<file path="config.mk">
export PLATFORM = sky130hd
export DESIGN_NAME = pp_parallel_port
export DESIGN_NICKNAME = d
export VERILOG_FILES = /design/src/rtl/pp_pkg.sv /design/src/rtl/pp_ctrl.sv /design/src/rtl/pp_group.sv /design/src/rtl/pp_parallel_port.sv
export SDC_FILE = /design/constraint.sdc
export NUM_CORES = 1
export LEC_CHECK = 0
export BUFFER_PORTS_ARGS = -buffer_cell sky130_fd_sc_hd__buf_4
export CORE_MARGIN = 2
export CORE_UTILIZATION = 47
export CTS_BUF_LIST = sky130_fd_sc_hd__clkbuf_8
export CTS_CLUSTER_SIZE = 16
export DETAILED_ROUTE_END_ITERATION = 16
export GPL_ROUTABILITY_DRIVEN = 0
export MAX_ROUTING_LAYER = met4
export PLACE_DENSITY = 0.82
export SLEW_MARGIN = 20
export SYNTH_ARGS = -nofsm -noshare
export SYNTH_HDL_FRONTEND = slang
export SYNTH_SLANG_ARGS = --single-unit
export TNS_END_PERCENT = 10
</file>
<file path="constraint.sdc">
create_clock -name clk -period 1.6 [get_ports clk]
set_input_delay 0.32 -clock clk [delete_from_list [all_inputs] [get_ports clk]]
set_output_delay 0.32 -clock clk [all_outputs]
set_load 0.02 [all_outputs]
</file>
<file path="src/rtl/pp_pkg.sv">
package pp_pkg;
  localparam logic [1:0] ADDR_A    = 2'd0;
  localparam logic [1:0] ADDR_B    = 2'd1;
  localparam logic [1:0] ADDR_C    = 2'd2;
  localparam logic [1:0] ADDR_CTRL = 2'd3;

  // control byte bit positions
  localparam int BIT_CL   = 0;
  localparam int BIT_B    = 1;
  localparam int BIT_CU   = 3;
  localparam int BIT_A    = 4;
  localparam int BIT_FLAG = 7;

  // 1 = group is input
  typedef struct packed {
    logic a_in;
    logic b_in;
    logic cu_in;
    logic cl_in;
  } pp_dir_t;

  localparam pp_dir_t DIR_RESET = '{a_in: 1'b1, b_in: 1'b1, cu_in: 1'b1, cl_in: 1'b1};
endpackage

</file>
<file path="src/rtl/pp_ctrl.sv">
module pp_ctrl
  import pp_pkg::*;
(
  input  logic          clk,
  input  logic          rst,
  input  logic          wr_en,
  input  logic [7:0]    wr_data,
  output pp_dir_t       dir,
  output logic [7:0]    image
);
  pp_dir_t dir_q;

  always_ff @(posedge clk) begin
    if (rst) begin
      dir_q <= DIR_RESET;
    end else if (wr_en && wr_data[BIT_FLAG]) begin
      dir_q.a_in  <= wr_data[BIT_A];
      dir_q.b_in  <= wr_data[BIT_B];
      dir_q.cu_in <= wr_data[BIT_CU];
      dir_q.cl_in <= wr_data[BIT_CL];
    end
  end

  assign dir = dir_q;

  always_comb begin
    image          = 8'h00;
    image[BIT_FLAG] = 1'b1;
    image[BIT_A]   = dir_q.a_in;
    image[BIT_B]   = dir_q.b_in;
    image[BIT_CU]  = dir_q.cu_in;
    image[BIT_CL]  = dir_q.cl_in;
  end

  // unflagged control write keeps the directions
  a_r4_unflagged_ignored: assert property (@(posedge clk) disable iff (rst)
    (wr_en && !wr_data[BIT_FLAG]) |=> $stable(dir));

  // flagged write loads the direction fields
  a_r3_dir_load: assert property (@(posedge clk) disable iff (rst)
    (wr_en && wr_data[BIT_FLAG]) |=>
      (dir.a_in == $past(wr_data[BIT_A]) && dir.b_in == $past(wr_data[BIT_B]) &&
       dir.cu_in == $past(wr_data[BIT_CU]) && dir.cl_in == $past(wr_data[BIT_CL])));
endmodule

</file>
<file path="src/rtl/pp_group.sv">
module pp_group #(
  parameter int W = 8
) (
  input  logic         clk,
  input  logic         rst,
  input  logic         wr_en,
  input  logic [W-1:0] wr_data,
  input  logic         dir_in,
  input  logic [W-1:0] pin_in,
  output logic [W-1:0] pin_out,
  output logic [W-1:0] pin_oe,
  output logic [W-1:0] rd_val
);
  logic [W-1:0] latch_q;

  always_ff @(posedge clk) begin
    if (rst)        latch_q <= '0;
    else if (wr_en) latch_q <= wr_data;
  end

  assign pin_out = latch_q;
  assign pin_oe  = {W{~dir_in}};
  assign rd_val  = dir_in ? pin_in : latch_q;

  // latch cleared coming out of reset
  a_r1_latch_cleared: assert property (@(posedge clk) disable iff (rst)
    $past(rst) |-> (pin_out == '0));

  // port write is visible on the pins next cycle
  a_r6_latch_load: assert property (@(posedge clk) disable iff (rst)
    wr_en |=> (pin_out == $past(wr_data)));
endmodule

</file>
<file path="src/rtl/pp_parallel_port.sv">
module pp_parallel_port
  import pp_pkg::*;
#(
  parameter int PORT_W = 8
) (
  input  logic              clk,
  input  logic              rst,
  input  logic [1:0]        addr,
  input  logic              wr_en,
  input  logic              rd_en,
  input  logic [PORT_W-1:0] wr_data,
  output logic [PORT_W-1:0] rd_data,
  input  logic [PORT_W-1:0] pa_in,
  output logic [PORT_W-1:0] pa_out,
  output logic [PORT_W-1:0] pa_oe,
  input  logic [PORT_W-1:0] pb_in,
  output logic [PORT_W-1:0] pb_out,
  output logic [PORT_W-1:0] pb_oe,
  input  logic [PORT_W-1:0] pc_in,
  output logic [PORT_W-1:0] pc_out,
  output logic [PORT_W-1:0] pc_oe
);
  localparam int HALF = PORT_W / 2;

  pp_dir_t          dir;
  logic [7:0]       ctrl_image;
  logic [PORT_W-1:0] a_rd, b_rd, c_rd;
  logic [PORT_W-1:0] rd_mux, rd_q;

  wire wr_a    = wr_en && (addr == ADDR_A);
  wire wr_b    = wr_en && (addr == ADDR_B);
  wire wr_c    = wr_en && (addr == ADDR_C);
  wire wr_ctrl = wr_en && (addr == ADDR_CTRL);

  pp_ctrl u_ctrl (
    .clk(clk), .rst(rst), .wr_en(wr_ctrl), .wr_data(wr_data[7:0]),
    .dir(dir), .image(ctrl_image)
  );

  pp_group #(.W(PORT_W)) u_grp_a (
    .clk(clk), .rst(rst), .wr_en(wr_a), .wr_data(wr_data), .dir_in(dir.a_in),
    .pin_in(pa_in), .pin_out(pa_out), .pin_oe(pa_oe), .rd_val(a_rd)
  );

  pp_group #(.W(PORT_W)) u_grp_b (
    .clk(clk), .rst(rst), .wr_en(wr_b), .wr_data(wr_data), .dir_in(dir.b_in),
    .pin_in(pb_in), .pin_out(pb_out), .pin_oe(pb_oe), .rd_val(b_rd)
  );

  // port C: two halves, h=0 lower, h=1 upper
  for (genvar h = 0; h < 2; h++) begin : g_c_half
    logic half_dir;
    assign half_dir = (h == 1) ? dir.cu_in : dir.cl_in;
    pp_group #(.W(HALF)) u_grp_c (
      .clk(clk), .rst(rst), .wr_en(wr_c),
      .wr_data(wr_data[h*HALF +: HALF]), .dir_in(half_dir),
      .pin_in(pc_in[h*HALF +: HALF]), .pin_out(pc_out[h*HALF +: HALF]),
      .pin_oe(pc_oe[h*HALF +: HALF]), .rd_val(c_rd[h*HALF +: HALF])
    );
  end

  always_comb begin
    rd_mux = '0;
    case (addr)
      ADDR_A:  rd_mux = a_rd;
      ADDR_B:  rd_mux = b_rd;
      ADDR_C:  rd_mux = c_rd;
      default: rd_mux[7:0] = ctrl_image;
    endcase
  end

  always_ff @(posedge clk) begin
    if (rst)        rd_q <= '0;
    else if (rd_en) rd_q <= rd_mux;
  end

  assign rd_data = rd_q;

  // read data holds without a strobe
  a_r7_rd_hold: assert property (@(posedge clk) disable iff (rst)
    !rd_en |=> $stable(rd_data));

  // control read always shows the flag bit
  a_r8_ctrl_flag: assert property (@(posedge clk) disable iff (rst)
    (rd_en && addr == ADDR_CTRL) |=> rd_data[7]);
endmodule

</file>
# Word level (Yosys, flattened, before mapping)
# Index checks and enable logic that the tools add are counted.
# W data, S select, Z words.
# totals
word_cells	27
regBits	36
output_inout_bits	56
in_bits	38
# classes
eq_ne	3
reduce_logical	6
bitwise_logic	4
muxes	5
# ops
op	n
$pmux W8 S3	1
$mux W8	2
$mux W4	2
$logic_and A1 B1 Y1	5
$eq A2 B2 Y1 const B	2
$not A1 Y1	4
$eq A2 B1 Y1 const B	1
$logic_not A2 Y1	1

# Depth between registers and ports, before layout
# depth
ltp_word	3
depth_mapped	6
mapped_depth_nobuf	4

# Hierarchy
# A second synthesis with hierarchy kept.
# hier_totals
hier_cells	202
hier_area_um2	2128.3
# modules_own_cells
module	cells_each	seq_area_each_um2	area_per_inst_um2	n_inst
pp_group (u_grp_a ...)	43	160.2	473.0	2
pp_parallel_port	51	160.2	548.0	1
pp_group (g_c_half[0].u_grp_c ...)	21	80.1	211.5	2
pp_ctrl	23	80.1	211.5	1

# Least setup slack after synthesis
# OpenSTA, ideal clock, no wires.
# synth_path
path_kind	register -> output
startpoint	reg u_ctrl.dir_q, in the netlist u_ctrl.dir[2]
endpoint	out pb_oe[1]
t_arrival_ps	928
required_time_ps	1280
path_buffers	2
slack_ps	352
path_stages_with_launch	4
path_cell_list	dfxtp_1 buf_6 inv_1 buf_4
# synth_via
elab_chain_len	1
# synth_rtl
item	line_no	source
start, declared	pp_ctrl.sv:11	pp_dir_t dir_q;
$not A1 Y1	pp_group.sv:22	assign pin_oe = {W{~dir_in}};
end, declared	pp_parallel_port.sv:18	output logic [PORT_W-1:0] pb_oe,
# No other way between the ends.

# Final worst setup path
# layout_path
startpoint	reg u_ctrl.dir_q, in the netlist u_ctrl.dir[2]
endpoint	out pb_oe[2]
# Same word-level chain as after synthesis.

==> flow_summary.ini <==
[status]
outcome = complete, no violations

[sta]
grt_setup_unrepaired = false
finalWorstSetupSlack_ps = 79.1
min_period_ps = 1520
fin_skew_ps = 4.01
maxSlewHeadroom = 0.726
timing.hold.ws_ps = 253
max_freq_mhz = 657
tightest_slew_ps = 410
hold_viol = 0
setup_viol = 0
slew_viol_final = 0
setup_tns_ps = 0
period_share = 0.951

[drt]
wl_um = 4940
firstDrtPassIters = 4
drt_iter0_drc = 79
drc = 0
postRouteAntennaNets = 0
via_per_inst = 5.13
wl_per_cell_um = 14.4
via_count = 1761

[finish]
final_area_um2 = 2520
final_core_util = 0.635
area_growth_pct = 31.8
antennaDiodeCount = 0
drive_gt1_frac = 0.372
fillers = 360
instances_no_fill = 343
nets = 333

[clock_network]
numClockSinks = 36
h-tree-depth = 2
postCtsSetupRepairBufs = 0
clkTransAtPathRegs_ps = 70
cts_resized = 1
clk_latency_ps = 290
cts_max_path_buffers = 2
root_buffer = clkbuf_8
ctsHoldBuffers = 0
cts_buffers = 5
cts_tree = built

[critical_path]
cp.required_ps = 1280
crit_type = flip-flop to primary output
cp_cell_sequence = inv_1 -> buf_4
end_kind = primary output
critical_path.max_stage_delay_ps = 520
start_kind = flip-flop
crit_slowest_cell = dfxtp_2
critPathMaxFanout = 15
critPathArrivalTime_ps = 1200

[global_routing]
antenna_found_initial = 0
grt_max_degree = 32
grt_pass1_vias = 1554
grt-ovfl-total = 0
track_usage = 0.228
grt_pass1_wl_um = 7460

[floorplanning]
die-area_um2 = 4600
row_count = 23
core_um2 = 3970
ios = 94
fp.dieW_um = 67.8
die_h_um = 67.8
start_util = 0.482

[hold_path]
hold_path_class = input pin to flip-flop

[power]
power.density_nw_per_um2 = 777
power_mw = 1.96
leakagePower_nw = 1.34
vdd_drop_max_mv = 0.473

[synth]
synth-async-reset-ratio = 0
synth_top_cell_by_area = dfxtp_1
synth_flop_cell = dfxtp_1
yosys.cell_types.count = 24
syn_avg_cell_area_um2 = 8.47
synth_top_area_share = 0.376
syn_inst = 226
synth_warnings = 0
netlist_area_um2 = 1910
yosysMostFrequentCell = dfxtp_1
yosys-top-cells-area = dfxtp_1, mux2i_1, buf_4
synth-edff-count = 0
syn_nets = 264
synthTopCellsByCount = dfxtp_1, nor2_1, nand2_1
synth_seq_cells = 36
ys_seq_area_frac = 0.376

[run]
cap_violations = 0

[placed_design]
pre_cts_slack_ps = 151
place_area_um2 = 2450
place.detailed.hpwl_um = 3780
port_buffers = 93
placed_cells = 338
-- sequential cells by signal, summed over array words and instances, names as in the netlist --
register / cells
g_c_half.u_grp_c.pin_out: 8
rd_data: 8
u_ctrl.dir: 4
u_grp_a.pin_out: 8
u_grp_b.pin_out: 8
-- cell type report --
class | instances | area, um^2 | share of cell area
clock buffers | 5 | 68.8 | 0.0273
inverters | 8 | 30.0 | 0.0119
multi-input cells | 149 | 926 | 0.367
flip-flops and latches | 36 | 722 | 0.286
well taps | 50 | 62.6 | 0.0248
repair buffers | 95 | 713 | 0.283
-- power by group --
group / switching [mW] / leakage [nW] / internal (mW)
combinational: 0.223 / 1.01 / 0.200
clock: 0.292 / 0.0359 / 0.280
sequential: 0.0328 / 0.293 / 0.934
total: 0.547 / 1.34 / 1.41
-- path summary, 6_finish.rpt --
path	from	to	slack [ps]	cells after the start
min	rd_en	rd_data[7]$_SDFFE_PP0P_	250	2
max	u_ctrl.dir[2]$_SDFFE_PP1P_	pb_oe[2]	80	2
min reg2reg	rd_data[1]$_SDFFE_PP0P_	rd_data[1]$_SDFFE_PP0P_	450	2
max reg2reg	u_ctrl.dir[1]$_SDFFE_PP1P_	rd_data[5]$_SDFFE_PP0P_	270	4
-- cells in the final DEF, fill, tap and decap left out, drive strengths merged, types with 2 or more instances in the layout --
cell type  Yosys  final
o21ai         12     12
buf           31     95
nand2b         2      2
mux2i         24     24
o22ai          7      7
mux2           4      4
a21oi         23     23
clkbuf         2      5
dfxtp         36     36
nand3b         2      2
nor2b          5      5
nand2         26     26
nor2          31     31
inv            8      8
a211o          8      8
-- logic make-up (layout without fill, tap and decap cells) --
group                  after synthesis  in the layout  synth area share
muxes                               28             28             0.149
and+or+nand+nor                     69             69             0.175
buffers and inverters               41            108             0.140
DFF                                 36             36             0.376
AOI/OAI and AO/OA                   52             52             0.160
-- worst max-delay path, delay by kind of cell, from the launching register on --
kind,cells,cell delay [ps]
buffers and inverters,2,390
DFF,1,520
-- routing by layer --
layer  track usage  share of wire  vias to the layer above
li1              -              -                      877
met1         0.292           0.43                      800
met2         0.350           0.47                       75
met3        0.0543          0.077                        9
met4        0.0825          0.017                        0
met5             -              0                        -
Power figures use the tool's default switching activity.
